<file path="config.mk">
export PLATFORM = sky130hd
export DESIGN_NAME = gpio_tr_top
export DESIGN_NICKNAME = d
export VERILOG_FILES = /design/src/rtl/gpio_tr_pkg.sv /design/src/rtl/gpio_rst_sync.sv /design/src/rtl/gpio_masked_reg.sv /design/src/rtl/gpio_override_mux.sv /design/src/rtl/gpio_bank.sv /design/src/rtl/gpio_tr_top.sv
export SDC_FILE = /design/constraint.sdc
export NUM_CORES = 1
export LEC_CHECK = 0
export BUFFER_PORTS_ARGS = -buffer_cell sky130_fd_sc_hd__buf_2
export CORE_MARGIN = 3
export CORE_UTILIZATION = 45
export DETAILED_ROUTE_END_ITERATION = 10
export PLACE_DENSITY = 0.78
export SYNTH_ARGS = -nofsm -noshare
export SYNTH_HDL_FRONTEND = slang
export SYNTH_SLANG_ARGS = --single-unit
</file>
<file path="constraint.sdc">
create_clock -name clk -period 7.3 [get_ports clk]
set_input_delay 0.365 -clock clk [delete_from_list [all_inputs] [get_ports clk]]
set_output_delay 0.365 -clock clk [all_outputs]
set_load 0.1 [all_outputs]
</file>
<file path="src/rtl/gpio_tr_pkg.sv">
package gpio_tr_pkg;

  // Register offsets inside one bank (address bits 2:0)
  typedef enum logic [2:0] {
    OFS_OE    = 3'd0,
    OFS_DATA  = 3'd1,
    OFS_OVSEL = 3'd2,
    OFS_OVTX  = 3'd3,
    OFS_OVRX  = 3'd4
  } bank_ofs_e;

  localparam int NUM_BANK_REGS = 5;
  localparam int NUM_MASKED    = 2;  // offsets below this use the masked format
  localparam int OFS_W         = 3;
  localparam int NUM_BANKS     = 2;  // 0 = transmit, 1 = receive

endpackage

</file>
<file path="src/rtl/gpio_rst_sync.sv">
module gpio_rst_sync #(
  parameter int STAGES = 2
) (
  input  logic clk,
  input  logic rst_n_async,
  output logic rst_n_sync
);

  logic [STAGES-1:0] sync_q;
  logic [STAGES-1:0] sync_d;

  always_comb begin
    sync_d = {sync_q[STAGES-2:0], 1'b1};
  end

  always_ff @(posedge clk or negedge rst_n_async) begin
    if (!rst_n_async) begin
      sync_q <= '0;
    end else begin
      sync_q <= sync_d;
    end
  end

  assign rst_n_sync = sync_q[STAGES-1];

endmodule

</file>
<file path="src/rtl/gpio_masked_reg.sv">
module gpio_masked_reg #(
  parameter int W = 16
) (
  input  logic         clk,
  input  logic         rst_n,
  input  logic         wr_en,
  input  logic [W-1:0] wr_mask,
  input  logic [W-1:0] wr_val,
  input  logic         clr,
  output logic [W-1:0] q
);

  logic [W-1:0] q_r;
  logic [W-1:0] q_nxt;
  logic         q_en;

  always_comb begin
    q_en  = wr_en | clr;
    q_nxt = q_r;
    if (clr) begin
      q_nxt = '0;
    end else if (wr_en) begin
      q_nxt = (q_r & ~wr_mask) | (wr_val & wr_mask);
    end
  end

  always_ff @(posedge clk or negedge rst_n) begin
    if (!rst_n) begin
      q_r <= '0;
    end else if (q_en) begin
      q_r <= q_nxt;
    end
  end

  assign q = q_r;

  // Bits outside the mask survive a write.
  assert_mask_hold_R2: assert property (@(posedge clk) disable iff (!rst_n)
    (wr_en && !clr) |=> ((q_r & ~$past(wr_mask)) == ($past(q_r) & ~$past(wr_mask))));

  // Bits inside the mask take the new value.
  assert_mask_load_R3: assert property (@(posedge clk) disable iff (!rst_n)
    (wr_en && !clr) |=> ((q_r & $past(wr_mask)) == ($past(wr_val) & $past(wr_mask))));

  // No write, no change.
  assert_idle_hold_R11: assert property (@(posedge clk) disable iff (!rst_n)
    (!wr_en && !clr) |=> $stable(q_r));

  // A clear empties the register.
  assert_clear_R9: assert property (@(posedge clk) disable iff (!rst_n)
    clr |=> (q_r == '0));

endmodule

</file>
<file path="src/rtl/gpio_override_mux.sv">
module gpio_override_mux #(
  parameter int W = 16
) (
  input  logic [W-1:0] data,
  input  logic [W-1:0] sel,
  input  logic [W-1:0] tx_pat,
  input  logic [W-1:0] rx_pat,
  input  logic         tx_active,
  output logic [W-1:0] pin_out
);

  logic [W-1:0] pat;

  always_comb begin
    pat     = tx_active ? tx_pat : rx_pat;
    pin_out = (sel & pat) | (~sel & data);
  end

endmodule

</file>
<file path="src/rtl/gpio_bank.sv">
module gpio_bank
  import gpio_tr_pkg::*;
#(
  parameter int PIN_W = 16
) (
  input  logic               clk,
  input  logic               rst_n,
  input  logic               bank_wr,
  input  logic [OFS_W-1:0]   wr_ofs,
  input  logic [2*PIN_W-1:0] wr_data,
  input  logic               shutdown,
  input  logic               tx_active,
  input  logic [PIN_W-1:0]   pin_in,
  output logic [PIN_W-1:0]   pin_out,
  output logic [PIN_W-1:0]   pin_oe,
  output logic [PIN_W-1:0]   rb_state
);

  logic [PIN_W-1:0] wr_val;
  logic [PIN_W-1:0] wr_mask;
  logic [PIN_W-1:0] reg_q [NUM_BANK_REGS];

  assign wr_val  = wr_data[PIN_W-1:0];
  assign wr_mask = wr_data[2*PIN_W-1:PIN_W];

  for (genvar i = 0; i < NUM_BANK_REGS; i++) begin : g_reg
    logic reg_wr;
    assign reg_wr = bank_wr && (wr_ofs == OFS_W'(i));
    if (i < NUM_MASKED) begin : g_masked
      logic reg_clr;
      if (i == int'(OFS_OE)) begin : g_oe_clr
        assign reg_clr = shutdown;
      end else begin : g_no_clr
        assign reg_clr = 1'b0;
      end
      gpio_masked_reg #(.W(PIN_W)) u_reg (
        .clk     (clk),
        .rst_n   (rst_n),
        .wr_en   (reg_wr),
        .wr_mask (wr_mask),
        .wr_val  (wr_val),
        .clr     (reg_clr),
        .q       (reg_q[i])
      );
    end else begin : g_plain
      gpio_masked_reg #(.W(PIN_W)) u_reg (
        .clk     (clk),
        .rst_n   (rst_n),
        .wr_en   (reg_wr),
        .wr_mask ({PIN_W{1'b1}}),
        .wr_val  (wr_val),
        .clr     (1'b0),
        .q       (reg_q[i])
      );
    end
  end

  gpio_override_mux #(.W(PIN_W)) u_mux (
    .data      (reg_q[OFS_DATA]),
    .sel       (reg_q[OFS_OVSEL]),
    .tx_pat    (reg_q[OFS_OVTX]),
    .rx_pat    (reg_q[OFS_OVRX]),
    .tx_active (tx_active),
    .pin_out   (pin_out)
  );

  assign pin_oe = reg_q[OFS_OE];

  always_comb begin
    rb_state = (pin_oe & pin_out) | (~pin_oe & pin_in);
  end

  // Bits not selected by the override follow the data register.
  assert_ovr_passthru_R5: assert property (@(posedge clk) disable iff (!rst_n)
    ((pin_out ^ reg_q[OFS_DATA]) & ~reg_q[OFS_OVSEL]) == '0);

  // Readback of driven pins shows the output, of tri-stated pins the input.
  assert_readback_R8: assert property (@(posedge clk) disable iff (!rst_n)
    (((rb_state ^ pin_out) & pin_oe) == '0) && (((rb_state ^ pin_in) & ~pin_oe) == '0));

  // Override register loads ignore the upper half-word.
  assert_ovr_load_R6: assert property (@(posedge clk) disable iff (!rst_n)
    (bank_wr && wr_ofs == OFS_OVSEL) |=> (reg_q[OFS_OVSEL] == $past(wr_val)));

endmodule

</file>
<file path="src/rtl/gpio_tr_top.sv">
module gpio_tr_top
  import gpio_tr_pkg::*;
#(
  parameter int PIN_W  = 16,
  parameter int ADDR_W = 4
) (
  input  logic               clk,
  input  logic               rst_n,
  input  logic               wr_en,
  input  logic [ADDR_W-1:0]  wr_addr,
  input  logic [2*PIN_W-1:0] wr_data,
  input  logic               tx_active,
  input  logic [PIN_W-1:0]   tx_pin_in,
  input  logic [PIN_W-1:0]   rx_pin_in,
  output logic [PIN_W-1:0]   tx_pin_out,
  output logic [PIN_W-1:0]   tx_pin_oe,
  output logic [PIN_W-1:0]   rx_pin_out,
  output logic [PIN_W-1:0]   rx_pin_oe,
  output logic [2*PIN_W-1:0] rd_data
);

  localparam logic [ADDR_W-1:0] SHUTDOWN_ADDR = '1;
  localparam int BANK_BIT = ADDR_W - 1;

  logic             rst_int_n;
  logic             shutdown;
  logic [PIN_W-1:0] pin_in  [NUM_BANKS];
  logic [PIN_W-1:0] pin_out [NUM_BANKS];
  logic [PIN_W-1:0] pin_oe  [NUM_BANKS];
  logic [PIN_W-1:0] rb      [NUM_BANKS];

  gpio_rst_sync #(.STAGES(2)) u_rst (
    .clk         (clk),
    .rst_n_async (rst_n),
    .rst_n_sync  (rst_int_n)
  );

  assign shutdown  = wr_en && (wr_addr == SHUTDOWN_ADDR);
  assign pin_in[0] = tx_pin_in;
  assign pin_in[1] = rx_pin_in;

  for (genvar b = 0; b < NUM_BANKS; b++) begin : g_bank
    logic bank_wr;
    assign bank_wr = wr_en && !shutdown && (wr_addr[BANK_BIT] == 1'(b));
    gpio_bank #(.PIN_W(PIN_W)) u_bank (
      .clk       (clk),
      .rst_n     (rst_int_n),
      .bank_wr   (bank_wr),
      .wr_ofs    (wr_addr[OFS_W-1:0]),
      .wr_data   (wr_data),
      .shutdown  (shutdown),
      .tx_active (tx_active),
      .pin_in    (pin_in[b]),
      .pin_out   (pin_out[b]),
      .pin_oe    (pin_oe[b]),
      .rb_state  (rb[b])
    );
  end

  assign tx_pin_out = pin_out[0];
  assign tx_pin_oe  = pin_oe[0];
  assign rx_pin_out = pin_out[1];
  assign rx_pin_oe  = pin_oe[1];
  assign rd_data    = {rb[1], rb[0]};

  // Shutdown leaves every pin an input.
  assert_shutdown_R9: assert property (@(posedge clk) disable iff (!rst_int_n)
    shutdown |=> (tx_pin_oe == '0 && rx_pin_oe == '0));

  // Writes to unmapped offsets leave directions untouched.
  assert_unmapped_R10: assert property (@(posedge clk) disable iff (!rst_int_n)
    (wr_en && !shutdown && wr_addr[OFS_W-1:0] > OFS_W'(OFS_OVRX)) |=>
      ($stable(tx_pin_oe) && $stable(rx_pin_oe)));

  // A write to one bank keeps the other bank's direction.
  assert_bank_iso_R4: assert property (@(posedge clk) disable iff (!rst_int_n)
    (wr_en && !shutdown && wr_addr[BANK_BIT]) |=> $stable(tx_pin_oe));

endmodule

</file>
==> flow_metrics.tcl <==
set metrics [dict create \
    finalWorstPathRequiredPeriod_ps 2670 \
    antenna-diode-count 0 \
    slew_headroom_pct 27.6 \
    ys_ff_latch 162 \
    detail_route.vias_per_cell 5.58 \
    cpPeakStageDelay_ps 800 \
    critical_path.cell_chain "buf_2 -> mux2i_1 -> a21oi_1 -> mux2_2 -> buf_2" \
    timing.critical_path.slowest_stage_cell "sky130_fd_sc_hd__buf_2" \
    clock_skew_ps 6.76 \
    hold_depth 3 \
    cts_tree "built" \
    fin_worst_hold_slack_ps 245 \
    pwr_density_cell_nw_per_um2 372 \
    max_freq_ghz 0.375 \
    timing.critical_path.buf_inv 2 \
    regArea_um2 4060 \
    avgSynthCellArea_um2 12.3 \
    initial_core_utilization_pct 46.3 \
    critical_path_arrival_ps 2300 \
    htreeDepth 4 \
    cts_root_buf "sky130_fd_sc_hd__clkbuf_16" \
    rr_startpoint "u_rst.sync_q[1]" \
    worst_setup_path_end_kind "output pin" \
    count_of_pins_on_the_block_boundary 168 \
    crit_fanout 32 \
    dp_hpwl_um 12600 \
    die_span_in_x_um 137 \
    crit_type "in -> out" \
    hp-start "wr_data[31]" \
    clk_path_buf_depth 2 \
    layoutNonFillerInstCount 1004 \
    number_of_antenna_violations_at_the_first_check_in_global_routing 0 \
    timing_worst_slew_pin_value_ps 1090 \
    final-max-slew-violation-count 0 \
    power_leakage_uw 0.00429 \
    timing.final.ws_setup_ps 4630 \
    finalCritPeriodShare_pct 36.5 \
    core_region_area_um2 16700 \
    r2r_cells 1 \
    tritoncts.num_buffers 17 \
    cts_sinks 162 \
    drt_first_iter_violations 423 \
    synthToLayoutAreaGrowth_pct 19.3 \
    io_buffers 167 \
    yosysUniqueCellTypes 26 \
    run_status "finished clean" \
    cp.required_ps 6930 \
    syn_area_um2 7730 \
    post-cts-setup-buffer-count 0 \
    via_count_of_the_first_global_routing_pass 5391 \
    global_route_total_overflow 0 \
    pre_cts_ws_ps 4670 \
    post_synth_inst_count 629 \
    edff_count_synth 0 \
    yosys_most_used_dff "sky130_fd_sc_hd__dfrtp_1" \
    final_common_cell "sky130_fd_sc_hd__buf_2" \
    largest_net_degree_at_the_start_of_global_routing 88 \
    accumulated_negative_setup_slack_ps 0 \
    drc_errors 0 \
    commonest_cells_after_routing_fill_and_taps_aside "sky130_fd_sc_hd__buf_2 (167), sky130_fd_sc_hd__dfrtp_1 (161), sky130_fd_sc_hd__mux2_2 (158)" \
    yosys_warnings 0 \
    post_drt_wl_per_cell_um 19.2 \
    path_delay_family "buffers and inverters" \
    min_delay_worst_endpoint "g_bank[1].u_bank.g_reg[0].g_masked.u_reg.q[15]" \
    cts.clk_slew.worst_paths_ps 60 \
    timing.critical_path.mode_cell "sky130_fd_sc_hd__buf_2" \
    post_route_cells_drive_above_1_share_pct 49.6 \
    grt.total_usage_pct 20.8 \
    rows 47 \
    die_height_um 137 \
    finalSetupViolations 0 \
    place.gp.congestion 0.793 \
    ir_drop_mv 0.208 \
    min-delay-path-class "in -> reg" \
    multi_input_area_um2 3410 \
    cp-start-kind "input port" \
    clock_insertion_delay_worst_skew_ps 420 \
    nNetsFinal 843 \
    timing.max_cap.violations 0 \
    vias_after_detailed_routing 5605 \
    asr_flop_ratio_synth_pct 100 \
    grt_pass1_wl_um 29700 \
    drt_wl_total_um 19200 \
    rsz_0062_raised_after_global_routing "no" \
    post_cts_hold_fix_bufs 1 \
    place_inst 971 \
    cts_resized 0 \
    rrSetupSlack_ps 5170 \
    firstDrtPassIters 5 \
    detail-route-antenna-nets 0 \
    postSynthNetCount 701 \
    synth.yosys.seq_area_share_pct 52.4 \
    final_hold_violations 0 \
    filler_cell_count 1435 \
    fp.dieArea_um2 18800 \
]
## worst min-delay path: cells and delay by family
| kind | cells | cell delay (ps) |
|---|---|---|
| buf+inv | 1 | 130 |
| simple gates | 1 | 70 |
| compound gates | 1 | 60 |
## cell type report
| type | count | area share [%] |
|---|---|---|
| Clock buffer | 23 | 5.29 |
| Tap cell | 220 | 2.98 |
| Sequential cell | 162 | 44.0 |
| Timing Repair Buffer | 174 | 9.66 |
| Multi-Input combinational cell | 416 | 36.9 |
| Clock inverter | 9 | 1.13 |
## Yosys cell counts (2+ instances only)
cell type | instances | area [um^2]
sky130_fd_sc_hd__buf_4 | 7 | 52.6
sky130_fd_sc_hd__nand3b_4 | 2 | 40.0
sky130_fd_sc_hd__o21ai_0 | 32 | 160
sky130_fd_sc_hd__clkbuf_1 | 29 | 109
sky130_fd_sc_hd__a21oi_1 | 64 | 320
sky130_fd_sc_hd__mux2_2 | 158 | 1780
sky130_fd_sc_hd__buf_2 | 10 | 50.1
sky130_fd_sc_hd__mux2i_1 | 32 | 320
sky130_fd_sc_hd__dfrtp_1 | 162 | 4050
sky130_fd_sc_hd__nor2_1 | 34 | 128
sky130_fd_sc_hd__nand4_1 | 32 | 200
sky130_fd_sc_hd__nand3_1 | 33 | 165
sky130_fd_sc_hd__mux2_1 | 2 | 22.5
sky130_fd_sc_hd__nor3b_4 | 2 | 37.5
sky130_fd_sc_hd__buf_6 | 4 | 45.0
sky130_fd_sc_hd__or3b_2 | 16 | 140
## how the worst max path moves through the flow
stage / from / endpoint / slack, ps / cells past startpoint
finish: tx_active / rd_data[23] / 4630 / 5
global route: tx_active / rd_data[23] / 4540 / 5
CTS: tx_active / rd_data[23] / 4650 / 5
detailed placement: tx_active / rd_data[23] / 4670 / 5
global placement: tx_active / rd_data[29] / 4630 / 5
floorplan: u_rst.sync_q[1] / asynchronous set/reset pin / 2450 / 0
## layer usage
metal  part of all wire, %  vias up  global-route usage (%)
li1                      -     2578                       -
met1                    43     2825                    27.8
met2                    51      181                    35.0
met3                   5.0       21                    3.75
met4                   1.2        0                    5.60
met5                     0        -                       0
## through the flow
stage                     power (uW)  instance area [um^2]  utilization (%)
after floorplan                 2350                  7730                -
after global placement          2540                  8620             51.6
after detailed placement        2570                  8620             51.6
after CTS                       3450                  9220             55.2
after global routing            3570                  9220             55.2
final                           3430                  9220             55.2
## where the power goes
part	leakage (uW)	total [uW]	switching (uW)	internal (uW)
logic	0.00196	1350	1060	296
registers	0.00204	1200	118	1080
clock network	0.000289	880	342	538
total	0.00429	3430	1520	1910
## logic make-up (layout without fill, tap and decap cells)
logic type,count (synthesis),count (layout),share of synthesized area (%)
DFF,162,162,52.4
AOI/OAI and AO/OA,96,96,6.22
buffers and inverters,51,206,3.58
and+or+nand+nor,127,127,10.3
other,1,1,0.0485
muxes,192,192,27.5
No activity file was read; power rests on OpenSTA's default activity.
